[src/rtl/synth_prog_pkg.sv]
package synth_prog_pkg;

    typedef enum logic [1:0] {
        SEL_CTRL = 2'b00,
        SEL_RCNT = 2'b01,
        SEL_NCNT = 2'b10,
        SEL_TEST = 2'b11
    } latch_sel_e;

endpackage

[src/rtl/serial_shifter.sv]
module serial_shifter #(
    parameter int unsigned WORD_W = 24
) (
    input  logic              clk,
    input  logic              rst_n,
    input  logic              ser_clk_i,
    input  logic              ser_data_i,
    input  logic              ser_le_i,
    output logic [WORD_W-1:0] word_o,
    output logic              load_o
);

    typedef struct packed {
        logic              sclk;
        logic              sdat;
        logic              le;
        logic              sclk_prev;
        logic              le_prev;
        logic [WORD_W-1:0] sr;
    } shf_t;

    shf_t st_d, st_q;
    logic shift_en;

    assign shift_en = st_q.sclk & ~st_q.sclk_prev;
    assign load_o   = st_q.le & ~st_q.le_prev;
    assign word_o   = st_q.sr;

    always_comb begin
        st_d           = st_q;
        st_d.sclk      = ser_clk_i;
        st_d.sdat      = ser_data_i;
        st_d.le        = ser_le_i;
        st_d.sclk_prev = st_q.sclk;
        st_d.le_prev   = st_q.le;
        if (shift_en) begin
            st_d.sr = {st_q.sr[WORD_W-2:0], st_q.sdat};
        end
    end

    always_ff @(posedge clk or negedge rst_n) begin
        if (!rst_n) begin
            st_q <= '0;
        end else begin
            st_q <= st_d;
        end
    end


    load_single_chk: assert property (@(posedge clk) disable iff (!rst_n)
        load_o |=> !load_o);

endmodule

[src/rtl/field_unpack.sv]
module field_unpack
    import synth_prog_pkg::*;
#(
    parameter int unsigned WORD_W   = 24,
    parameter int unsigned RDIV_W   = 14,
    parameter int unsigned ACNT_W   = 5,
    parameter int unsigned BCNT_W   = 13,
    parameter int unsigned CTRL_CPG = 10
) (
    input  logic [WORD_W-1:0] word_i,
    output latch_sel_e        sel_o,
    output logic [RDIV_W-1:0] rdiv_o,
    output logic [1:0]        abp_o,
    output logic              ldp_o,
    output logic              tmb_o,
    output logic [1:0]        bsc_o,
    output logic [ACNT_W-1:0] acnt_o,
    output logic [BCNT_W-1:0] bcnt_o,
    output logic              n_cpg_o,
    output logic              d2_o,
    output logic              d2s_o,
    output logic              c_cpg_o
);

    localparam int unsigned SEL_W   = 2;
    localparam int unsigned RDIV_LO = SEL_W;
    localparam int unsigned ABP_LO  = RDIV_LO + RDIV_W;
    localparam int unsigned LDP_B   = ABP_LO + 2;
    localparam int unsigned TMB_B   = LDP_B + 1;
    localparam int unsigned BSC_LO  = TMB_B + 1;
    localparam int unsigned ACNT_LO = SEL_W;
    localparam int unsigned RSV_B   = ACNT_LO + ACNT_W;
    localparam int unsigned BCNT_LO = RSV_B + 1;
    localparam int unsigned NCPG_B  = BCNT_LO + BCNT_W;
    localparam int unsigned D2_B    = NCPG_B + 1;
    localparam int unsigned D2S_B   = D2_B + 1;

    always_comb begin
        sel_o   = latch_sel_e'(word_i[SEL_W-1:0]);
        rdiv_o  = word_i[RDIV_LO +: RDIV_W];
        abp_o   = word_i[ABP_LO +: 2];
        ldp_o   = word_i[LDP_B];
        tmb_o   = word_i[TMB_B];
        bsc_o   = word_i[BSC_LO +: 2];
        acnt_o  = word_i[ACNT_LO +: ACNT_W];
        bcnt_o  = word_i[BCNT_LO +: BCNT_W];
        n_cpg_o = word_i[NCPG_B];
        d2_o    = word_i[D2_B];
        d2s_o   = word_i[D2S_B];
        c_cpg_o = word_i[CTRL_CPG];
    end

endmodule

[src/rtl/latch_bank.sv]
module latch_bank
    import synth_prog_pkg::*;
#(
    parameter int unsigned RDIV_W = 14,
    parameter int unsigned ACNT_W = 5,
    parameter int unsigned BCNT_W = 13
) (
    input  logic              clk,
    input  logic              rst_n,
    input  logic              load_i,
    input  latch_sel_e        sel_i,
    input  logic [RDIV_W-1:0] rdiv_i,
    input  logic [1:0]        abp_i,
    input  logic              ldp_i,
    input  logic              tmb_i,
    input  logic [1:0]        bsc_i,
    input  logic [ACNT_W-1:0] acnt_i,
    input  logic [BCNT_W-1:0] bcnt_i,
    input  logic              n_cpg_i,
    input  logic              d2_i,
    input  logic              d2s_i,
    input  logic              c_cpg_i,
    output logic [RDIV_W-1:0] rdiv_o,
    output logic [1:0]        abp_o,
    output logic              ldp_o,
    output logic              tmb_o,
    output logic [1:0]        bsc_o,
    output logic [ACNT_W-1:0] acnt_o,
    output logic [BCNT_W-1:0] bcnt_o,
    output logic              cpg_o,
    output logic              d2_o,
    output logic              d2s_o,
    output logic              upd_o
);

    typedef struct packed {
        logic [RDIV_W-1:0] rdiv;
        logic [1:0]        abp;
        logic              ldp;
        logic              tmb;
        logic [1:0]        bsc;
        logic [ACNT_W-1:0] acnt;
        logic [BCNT_W-1:0] bcnt;
        logic              cpg;
        logic              d2;
        logic              d2s;
        logic              upd;
    } bank_t;

    bank_t st_d, st_q;

    always_comb begin
        st_d     = st_q;
        st_d.upd = 1'b0;
        if (load_i) begin
            st_d.upd = 1'b1;
            unique case (sel_i)
                SEL_RCNT: begin
                    st_d.rdiv = rdiv_i;
                    st_d.abp  = abp_i;
                    st_d.ldp  = ldp_i;
                    st_d.tmb  = tmb_i;
                    st_d.bsc  = bsc_i;
                end
                SEL_NCNT: begin
                    st_d.acnt = acnt_i;
                    st_d.bcnt = bcnt_i;
                    st_d.cpg  = n_cpg_i;
                    st_d.d2   = d2_i;
                    st_d.d2s  = d2s_i;
                end
                SEL_CTRL: begin
                    st_d.cpg = c_cpg_i;
                end
                default: begin
                end
            endcase
        end
    end

    always_ff @(posedge clk or negedge rst_n) begin
        if (!rst_n) begin
            st_q <= '0;
        end else begin
            st_q <= st_d;
        end
    end

    assign rdiv_o = st_q.rdiv;
    assign abp_o  = st_q.abp;
    assign ldp_o  = st_q.ldp;
    assign tmb_o  = st_q.tmb;
    assign bsc_o  = st_q.bsc;
    assign acnt_o = st_q.acnt;
    assign bcnt_o = st_q.bcnt;
    assign cpg_o  = st_q.cpg;
    assign d2_o   = st_q.d2;
    assign d2s_o  = st_q.d2s;
    assign upd_o  = st_q.upd;


    r_hold_chk: assert property (@(posedge clk) disable iff (!rst_n)
        !$stable(st_q.rdiv) |-> $past(load_i && sel_i == SEL_RCNT));


    n_hold_chk: assert property (@(posedge clk) disable iff (!rst_n)
        !$stable(st_q.bcnt) |-> $past(load_i && sel_i == SEL_NCNT));


    cpg_src_chk: assert property (@(posedge clk) disable iff (!rst_n)
        !$stable(st_q.cpg) |-> $past(load_i && (sel_i == SEL_NCNT || sel_i == SEL_CTRL)));


    tst_inert_chk: assert property (@(posedge clk) disable iff (!rst_n)
        (load_i && sel_i == SEL_TEST) |=> ($stable(st_q.rdiv) && $stable(st_q.acnt)
                                           && $stable(st_q.cpg) && $stable(st_q.tmb)));


    upd_single_chk: assert property (@(posedge clk) disable iff (!rst_n)
        st_q.upd |=> !st_q.upd);

endmodule

[src/rtl/synth_prog_latch.sv]
module synth_prog_latch
    import synth_prog_pkg::*;
#(
    parameter int unsigned WORD_W   = 24,
    parameter int unsigned RDIV_W   = 14,
    parameter int unsigned ACNT_W   = 5,
    parameter int unsigned BCNT_W   = 13,
    parameter int unsigned CTRL_CPG = 10
) (
    input  logic              clk,
    input  logic              rst_n,
    input  logic              ser_clk_i,
    input  logic              ser_data_i,
    input  logic              ser_le_i,
    output logic [RDIV_W-1:0] ref_div_o,
    output logic [1:0]        abp_width_o,
    output logic              ld_prec_o,
    output logic              test_mode_o,
    output logic [1:0]        bs_clk_div_o,
    output logic [ACNT_W-1:0] a_count_o,
    output logic [BCNT_W-1:0] b_count_o,
    output logic              cp_gain_o,
    output logic              out_div2_o,
    output logic              div2_presc_o,
    output logic              upd_o
);

    logic [WORD_W-1:0] word;
    logic              load;
    latch_sel_e        sel;
    logic [RDIV_W-1:0] f_rdiv;
    logic [1:0]        f_abp;
    logic              f_ldp;
    logic              f_tmb;
    logic [1:0]        f_bsc;
    logic [ACNT_W-1:0] f_acnt;
    logic [BCNT_W-1:0] f_bcnt;
    logic              f_ncpg;
    logic              f_d2;
    logic              f_d2s;
    logic              f_ccpg;

    serial_shifter #(.WORD_W(WORD_W)) u_shf (
        .clk        (clk),
        .rst_n      (rst_n),
        .ser_clk_i  (ser_clk_i),
        .ser_data_i (ser_data_i),
        .ser_le_i   (ser_le_i),
        .word_o     (word),
        .load_o     (load)
    );

    field_unpack #(
        .WORD_W   (WORD_W),
        .RDIV_W   (RDIV_W),
        .ACNT_W   (ACNT_W),
        .BCNT_W   (BCNT_W),
        .CTRL_CPG (CTRL_CPG)
    ) u_unp (
        .word_i  (word),
        .sel_o   (sel),
        .rdiv_o  (f_rdiv),
        .abp_o   (f_abp),
        .ldp_o   (f_ldp),
        .tmb_o   (f_tmb),
        .bsc_o   (f_bsc),
        .acnt_o  (f_acnt),
        .bcnt_o  (f_bcnt),
        .n_cpg_o (f_ncpg),
        .d2_o    (f_d2),
        .d2s_o   (f_d2s),
        .c_cpg_o (f_ccpg)
    );

    latch_bank #(
        .RDIV_W (RDIV_W),
        .ACNT_W (ACNT_W),
        .BCNT_W (BCNT_W)
    ) u_bank (
        .clk     (clk),
        .rst_n   (rst_n),
        .load_i  (load),
        .sel_i   (sel),
        .rdiv_i  (f_rdiv),
        .abp_i   (f_abp),
        .ldp_i   (f_ldp),
        .tmb_i   (f_tmb),
        .bsc_i   (f_bsc),
        .acnt_i  (f_acnt),
        .bcnt_i  (f_bcnt),
        .n_cpg_i (f_ncpg),
        .d2_i    (f_d2),
        .d2s_i   (f_d2s),
        .c_cpg_i (f_ccpg),
        .rdiv_o  (ref_div_o),
        .abp_o   (abp_width_o),
        .ldp_o   (ld_prec_o),
        .tmb_o   (test_mode_o),
        .bsc_o   (bs_clk_div_o),
        .acnt_o  (a_count_o),
        .bcnt_o  (b_count_o),
        .cpg_o   (cp_gain_o),
        .d2_o    (out_div2_o),
        .d2s_o   (div2_presc_o),
        .upd_o   (upd_o)
    );

endmodule

[config.mk]
export PLATFORM = sky130hd
export DESIGN_NAME = synth_prog_latch
export DESIGN_NICKNAME = d
export VERILOG_FILES = /design/src/rtl/synth_prog_pkg.sv /design/src/rtl/serial_shifter.sv /design/src/rtl/field_unpack.sv /design/src/rtl/latch_bank.sv /design/src/rtl/synth_prog_latch.sv
export SDC_FILE = /design/constraint.sdc
export NUM_CORES = 1
export LEC_CHECK = 0
export BUFFER_PORTS_ARGS = -buffer_cell sky130_fd_sc_hd__clkbuf_2
export CAP_MARGIN = 5
export CORE_MARGIN = 8
export CORE_UTILIZATION = 49
export CTS_CLUSTER_DIAMETER = 40
export DETAILED_ROUTE_END_ITERATION = 16
export HOLD_SLACK_MARGIN = 0.03
export MAX_ROUTING_LAYER = met4
export PLACE_DENSITY_LB_ADDON = 0.3
export SLEW_MARGIN = 20
export SYNTH_ARGS = -nofsm -noshare
export SYNTH_HDL_FRONTEND = slang
export SYNTH_SLANG_ARGS = --single-unit
[constraint.sdc]
create_clock -name clk -period 1.9 [get_ports clk]
set_input_delay 0.095 -clock clk [delete_from_list [all_inputs] [get_ports clk]]
set_output_delay 0.095 -clock clk [all_outputs]
set_load 0.01 [all_outputs]
### Word-level counts from Yosys, hierarchy flattened

Index checks and enable logic that the tools add are counted.

* equality and inequality tests: 2
* muxes and demuxes: 2
* bitwise gates (word level): 4
* reductions and logical operators: 5

Operator list (count)
* 2-bit AND reduction: 3
* 1-bit bitwise AND: 2
* 2-bit by 1-bit equality test with 1-bit output, second input constant: 1
* 2-bit equality test, second input constant: 1
* 2-bit logical NOT: 1
* 1-bit NOT: 2
* 1-bit case mux with 2 select lines: 1
* 2-bit nonzero test: 1
* 1-bit two-way mux: 1

* flip-flop bits (word level): 71
* input bits: 5
* output and inout port bits: 42

### Logic depth before layout (Yosys ltp)

Gate-level depths: netlist of the first run.

* word-level depth: 3
* depth in mapped cells: 4

### By module

A second synthesis of the first run with hierarchy kept.

* cells, all modules: 217
* area total of the unflattened synthesis: 3223.1 µm²

By module, submodules not included
* latch_bank: times used 1, cells an instance 91, area each 1570.3 µm², sequential area each 1051.0 µm²
* serial_shifter: times used 1, cells an instance 82, area each 1322.5 µm², sequential area each 725.7 µm²
* field_unpack: times used 1, cells an instance 44, area each 330.3 µm², sequential area each 0.0 µm²

### Least setup slack after synthesis of the first run

OpenSTA, ideal clock, no wires.

* path type: register to register
* start: register u_shf.st_q[24] (netlist bit)
* end: register u_bank.st_q, in the netlist u_bank.acnt_o[0]
* setup time: 0.125 ns
* arrival time: 1.167 ns
* slack: 0.608 ns
* stages on the path, launching flop included: 4
* buffers on the path: 1
* clock period less this slack: 1.292 ns
* cells stage by stage: dfrtp_1 and4bb_4 buf_12 mux2_4

* cells in the longest elaborated chain, start to end: 3

RTL lines
* start, declared: RTL line serial_shifter.sv:22 `shf_t st_d, st_q;`
* start signal, assigned: RTL line serial_shifter.sv:45 `st_q <= st_d;`
* 1-bit NOT: RTL line serial_shifter.sv:26 `assign load_o = st_q.le & ~st_q.le_prev;`
* 1-bit bitwise AND: RTL line serial_shifter.sv:26
* 2-bit AND reduction (no line)
* end signal, assigned: RTL line latch_bank.sv:85 `st_q <= st_d;`
* end, declared: RTL line latch_bank.sv:50 `bank_t st_d, st_q;`

No other way between the ends.
A chain may end at the register's enable or synchronous reset.

### Worst setup path after layout of the first run

* start: register u_shf.st_q[24] (netlist bit)
* end: register u_bank.st_q, in the netlist u_bank.rdiv_o[10]

The elaborated chain is that of the path after synthesis.

==> results of run 1 <==
-- layout make-up --
class | instances | area, µm² | area share
tap | 72 | 90.1 | 0.0273
sequential | 71 | 1780 | 0.539
clock inverter | 7 | 63.8 | 0.0194
multi-input combinational | 71 | 950 | 0.288
clock buffer | 9 | 124 | 0.0376
timing repair buffer | 53 | 293 | 0.0888
-- how the worst max path moves through the flow --
stage	depth (start not counted)	slack, ps	to
CTS	2	350	u_bank.rdiv_o[10]
detailed placement	2	360	u_bank.rdiv_o[13]
finish	2	350	u_bank.rdiv_o[10]
global placement	2	380	u_bank.rdiv_o[0]
floorplan	3	610	u_bank.acnt_o[0]
global route	2	300	u_bank.rdiv_o[10]
-- metrics by stage --
step	worst slack (ps)	util	instance area, µm²	instances	hold slack [ps]
final	354	0.595	3300	283	300
after global routing	295	0.595	3300	283	374
after CTS	351	0.595	3300	283	311
after detailed placement	361	0.554	3070	263	126
after global placement	385	0.554	3070	263	122
after floorplan	608	-	2830	149	-201
-- critical path, cell delays in order, from the launching register on --
cell      delay (ps)
dfrtp_1          400
and4bb_4         680
mux2_4           340
-- layout by cell type, fill, tap and decap left out, types with 2 or more instances in the layout --
cell type / netlist / routed
clkbuf_2: 0 / 45
buf_4: 0 / 3
mux2_2: 26 / 26
and4bb_4: 2 / 2
clkinv_2: 0 / 5
dfrtp_1: 71 / 71
dlygate4sd3_1: 0 / 4
clkbuf_8: 0 / 9
mux2_4: 40 / 40
-- per-layer routing --
| metal | up-vias | share of wire | track usage | routed length [µm] |
|---|---|---|---|---|
| met2 | 32 | 0.48 | 0.195 | 2410 |
| met3 | 11 | 0.052 | 0.0416 | 260 |
| met5 | - | 0 | - | 0 |
| li1 | 635 | - | - | - |
| met4 | 0 | 0.019 | 0.0671 | 95 |
| met1 | 739 | 0.44 | 0.148 | 2210 |
-- flip-flops by register name, indices dropped and copies added (netlist names), 2 cells and up --
register,count
u_bank.abp_o,2
u_bank.acnt_o,5
u_bank.bcnt_o,13
u_bank.bsc_o,2
u_bank.rdiv_o,14
u_shf.st_d,2
u_shf.st_q,3
u_shf.word_o,24
-- power groups by stage --
stage	sequential, mW	clock [mW]	combinational, mW
global route	2.27	1.23	1.10
global placement	2.21	0	1.01
finish	2.22	1.14	1.01
CTS	2.22	1.17	1.04
floorplan	2.27	0	0.587
detailed placement	2.24	0	1.03
-- cell families (layout without fill, tap and decap cells) --
group	count (synthesis)	count (layout)	share of synthesized area
AND/OR/NAND/NOR	5	5	0.0190
buffers and inverters	7	69	0.0380
flip-flops	71	71	0.627
multiplexers	66	66	0.316
-- timing repair --
item,in CTS,in global routing
hold buffers,4,0
endpoints found under the hold margin,74,0
endpoints found under the setup margin,0,0
==> out/qor.yml, run 1 <==
finalSetupViolations: 0
cts_root_buf: "clkbuf_8"
drt_iter0_drc: 47
synth_cells: 149
ctsResizeCount: 0
cp.required_ps: 2110
ant_nets: 0
rr_endpoint: "u_bank.rdiv_o[10]"
vdd_drop_max_uv: 559
place.gp.congestion: 0.719
p_leak_nw: 1.67
combPwrFrac: 0.232
cts_sinks: 71
startpoint: "u_shf.st_q[24]"
outcome: "complete, no violations"
end_kind: "register"
r2r_cells: 2
cts_tree: "done"
reg2reg_slack_ps: 350
max_freq_mhz: 647
p_switching_mw: 1.23
period_minus_slack_ps: 1550
path_class: "register to register"
async_flop_share: 1.00
antenna_found_initial: 0
grt_util_all_layers: 0.128
cts-buffers-inserted: 9
cp-start-kind: "register"
start_util: 0.511
cts.htree.levels: 3
syn_area_mm2: 0.00283
finalSetupTns_ps: 0
synth_cell_types: 10
crit_arrival_ps: 1760
power_density_mw_per_mm2: 1320
hold_viol: 0
finalPower_mw: 4.36
hold_path_class: "input port to async pin"
clk_pin_slew_ps: 70
synth_top_area_share: 0.627
maxCapViolCount: 0
drive_gt1_frac: 0.635
fin_nets: 211
vias_per_cell: 5.01
finalClockSkew_ps: 11.0
cts_max_path_buffers: 2
ys_seq_area_frac: 0.627
period_share: 0.814
synth_edf_count: 0
grt_pass1_wl_um: 8170
dp_hpwl_um: 3310
swShare: 0.283
r2r-start: "u_shf.st_q[24]"
die-area_mm2: 0.00847
overflow: 0
yosys.area.top_type: "dfrtp_1"
io_buffers: 46
p_int_mw: 3.13
synth_area_leaders: "dfrtp_1, mux2_4, mux2_2"
maxSlewViolCount: 0
grt_pass1_vias: 1587
syn_area_per_cell_um2: 19.0
synth_nets: 154
ys.flop_type: "dfrtp_1"
via_count: 1417
area_delta_synth_final_pct: 16.4
rsz0062_at_grt: "no"
drcViolationCount: 0
coreArea_mm2: 0.00554
die_w_um: 92.0
die_h_um: 92.0
seq_power_share: 0.508
clk_latency_ps: 340
post_cts_buffers: 0
antennaDiodeCount: 0
worstMarginPinSlew_ps: 521
row_count: 27
yosysMostFrequentCell: "dfrtp_1"
p_clk_frac: 0.260
routed_wl_um: 4970
routedWlPerCell_um: 17.6
max-slew-margin-rel: 0.653
synthTopCellsByCount: "dfrtp_1, mux2_4, mux2_2"
boundaryPins: 47
ys_seq_elements: 71
worstPathMaxFanout: 20
drt_first_pass_iters: 4
yosysWarnings: 0
n_fill_cell: 438
grt_max_degree: 43
Note: power is estimated with default switching activity, not from simulation.
==> run 2: changes to the inputs <==
--- a/config.mk
+++ b/config.mk
@@ -5,6 +5,7 @@
 export SDC_FILE = /design/constraint.sdc
 export NUM_CORES = 1
 export LEC_CHECK = 0
+export ABC_AREA = 1
 export BUFFER_PORTS_ARGS = -buffer_cell sky130_fd_sc_hd__clkbuf_2
 export CAP_MARGIN = 5
 export CORE_MARGIN = 8
==> constraint.sdc (replaced) <==
create_clock -name clk -period 1.3 [get_ports clk]
set_input_delay 0.065 -clock clk [delete_from_list [all_inputs] [get_ports clk]]
set_output_delay 0.065 -clock clk [all_outputs]
set_load 0.01 [all_outputs]
==> run 2 against run 1 <==
Compared with the run above: area after synthesis decreased by 6.2%; sequential share of layout area increased by 2.1 points; sequential power increased by 21%; design area decreased by 3.7%; via count increased by 24%; flip-flop and latch count unchanged; cell count increased by 35%; largest power group unchanged.
==> out/qor.yml, run 2 <==
cts.htree.levels: 3
start_util: 0.495
drcViolationCount: 0
worst_slack_ps: 160
synth_top_area_share: 0.669
startpoint: "u_shf.word_o[0]"
hold_viol: 0
n_fill_cell: 457
r2r-start: "u_shf.word_o[0]"
rsz0062_at_grt: "no"
worstMarginPinSlew_ps: 363
end_kind: "register"
yosys.area.top_type: "dfrtp_1"
row_count: 27
fin_hold_ws_ps: 300
dpl_cell_area_mm2: 0.00296
antennaDiodeCount: 0
cts_tree: "done"
routedWlPerCell_um: 12.2
place_ws_ps: 161
fin_nets: 311
drt_first_pass_iters: 4
max_freq_mhz: 877
ys_seq_area_frac: 0.669
synthTopCellsByCount: "dfrtp_1, nand2_1, o21ai_0"
max-slew-margin-rel: 0.758
finalSetupViolations: 0
hold_path_class: "input port to async pin"
ys_seq_elements: 71
vdd_drop_max_uv: 711
synth_edf_count: 0
power_density_mw_per_mm2: 1590
fin_cells: 383
grt_pass1_wl_um: 7930
vias_per_cell: 4.59
synth_cells: 252
drt_iter0_drc: 104
cp.required_ps: 1520
grt_pass1_vias: 1688
io_buffers: 46
p_leak_nw: 1.57
final_cell_mix: "dfrtp_1, nand2_1, clkbuf_2, o21ai_0, inv_1"
async_flop_share: 1.00
syn_area_mm2: 0.00266
coreArea_mm2: 0.00537
post_cts_buffers: 0
cts_sinks: 71
clk_pin_slew_ps: 70
ant_nets: 0
place.gp.congestion: 0.734
syn_area_per_cell_um2: 10.5
cts_root_buf: "clkbuf_8"
period_minus_slack_ps: 1140
synth_nets: 257
yosysWarnings: 0
path_class: "register to register"
synth_area_leaders: "dfrtp_1, nand2_1, o21ai_0"
grt_max_degree: 72
outcome: "complete, no violations"
die_h_um: 89.6
reg2reg_slack_ps: 160
synth_cell_types: 19
largest_reg_flops: 24
crit_arrival_ps: 1360
placedCellCount: 363
antenna_found_initial: 0
worstPathMaxFanout: 40
routed_wl_um: 4680
finalClockSkew_ps: 6.95
period_share: 0.877
clk_latency_ps: 330
maxSlewViolCount: 0
drive_gt1_frac: 0.277
die_w_um: 89.6
via_count: 1757
finalSetupTns_ps: 0
die-area_mm2: 0.00803
dp_hpwl_um: 3120
yosysMostFrequentCell: "dfrtp_1"
layout_commonest_cell: "dfrtp_1"
cp-start-kind: "register"
boundaryPins: 47
fin_area_mm2: 0.00317
cts_max_path_buffers: 2
grt_util_all_layers: 0.138
cts-buffers-inserted: 9
ys.flop_type: "dfrtp_1"
maxCapViolCount: 0
overflow: 0
area_delta_synth_final_pct: 19.5
-- run 2: area by class of cell --
class	instances	area [µm²]	share of cell area
Inverter	26	97.6	0.0307
Sequential cell	71	1780	0.560
Clock buffer	12	155	0.0489
Tap cell	72	90.1	0.0284
Clock inverter	4	20.0	0.00631
Multi-Input combinational cell	142	682	0.215
Timing Repair Buffer	56	353	0.111
-- run 2: logic make-up after synthesis --
family                 count (synthesis)  share of synthesized area
AND/OR/NAND/NOR                       77                      0.117
flip-flops                            71                      0.669
buffers and inverters                 39                     0.0744
AO/OA/AOI/OAI                         65                      0.139
-- run 2: per-stage QoR --
stage | utilization | total power, mW
6_report | 0.591 | 5.05
5_1_grt | 0.591 | 5.37
4_1_cts | 0.591 | 5.12
3_5_place_dp | 0.551 | 3.56
3_3_place_gp | 0.551 | 3.54
2_1_floorplan | - | 3.20
-- run 2: final timing paths --
check | end | cells past startpoint
worst min-delay path | u_bank.tmb_o | 3
min in group clk | u_shf.st_d[24] | 2
max in group asynchronous | u_bank.bcnt_o[0] | 3
worst min register to register | u_shf.st_q[25] | 0
worst max register to register | u_bank.bsc_o[1] | 6
worst max-delay path | u_bank.bsc_o[1] | 6
-- run 2: repair_timing --
item                                    CTS  global route
hold buffers                              4             0
gates resized for setup                   0             0
endpoints found under the setup margin    0             0
hold endpoints to repair                 74             0
-- run 2: where the power goes --
part	leakage, nW	internal [mW]	switching (mW)
sequential	0.957	2.51	0.166
combinational	0.518	0.324	0.504
clock	0.0959	0.784	0.758
total	1.57	3.62	1.43
-- run 2: routing by layer --
metal  up-vias  share of wire  wire length (µm)  GRT usage
met5         -              0                 0          -
met4         0          0.019                89     0.0725
met3         6          0.058               271     0.0455
met2        31           0.45              2110      0.200
met1       811           0.47              2210      0.167
li1        909              -                 -          -
-- run 2: critical path, cell delays in order, from the launching register on --
cell and delay, ps:
dfrtp_1 410, inv_1 90, nor2_1 120, nand2_2 80, buf_12 180, nand2_1 90
o21ai_2 50
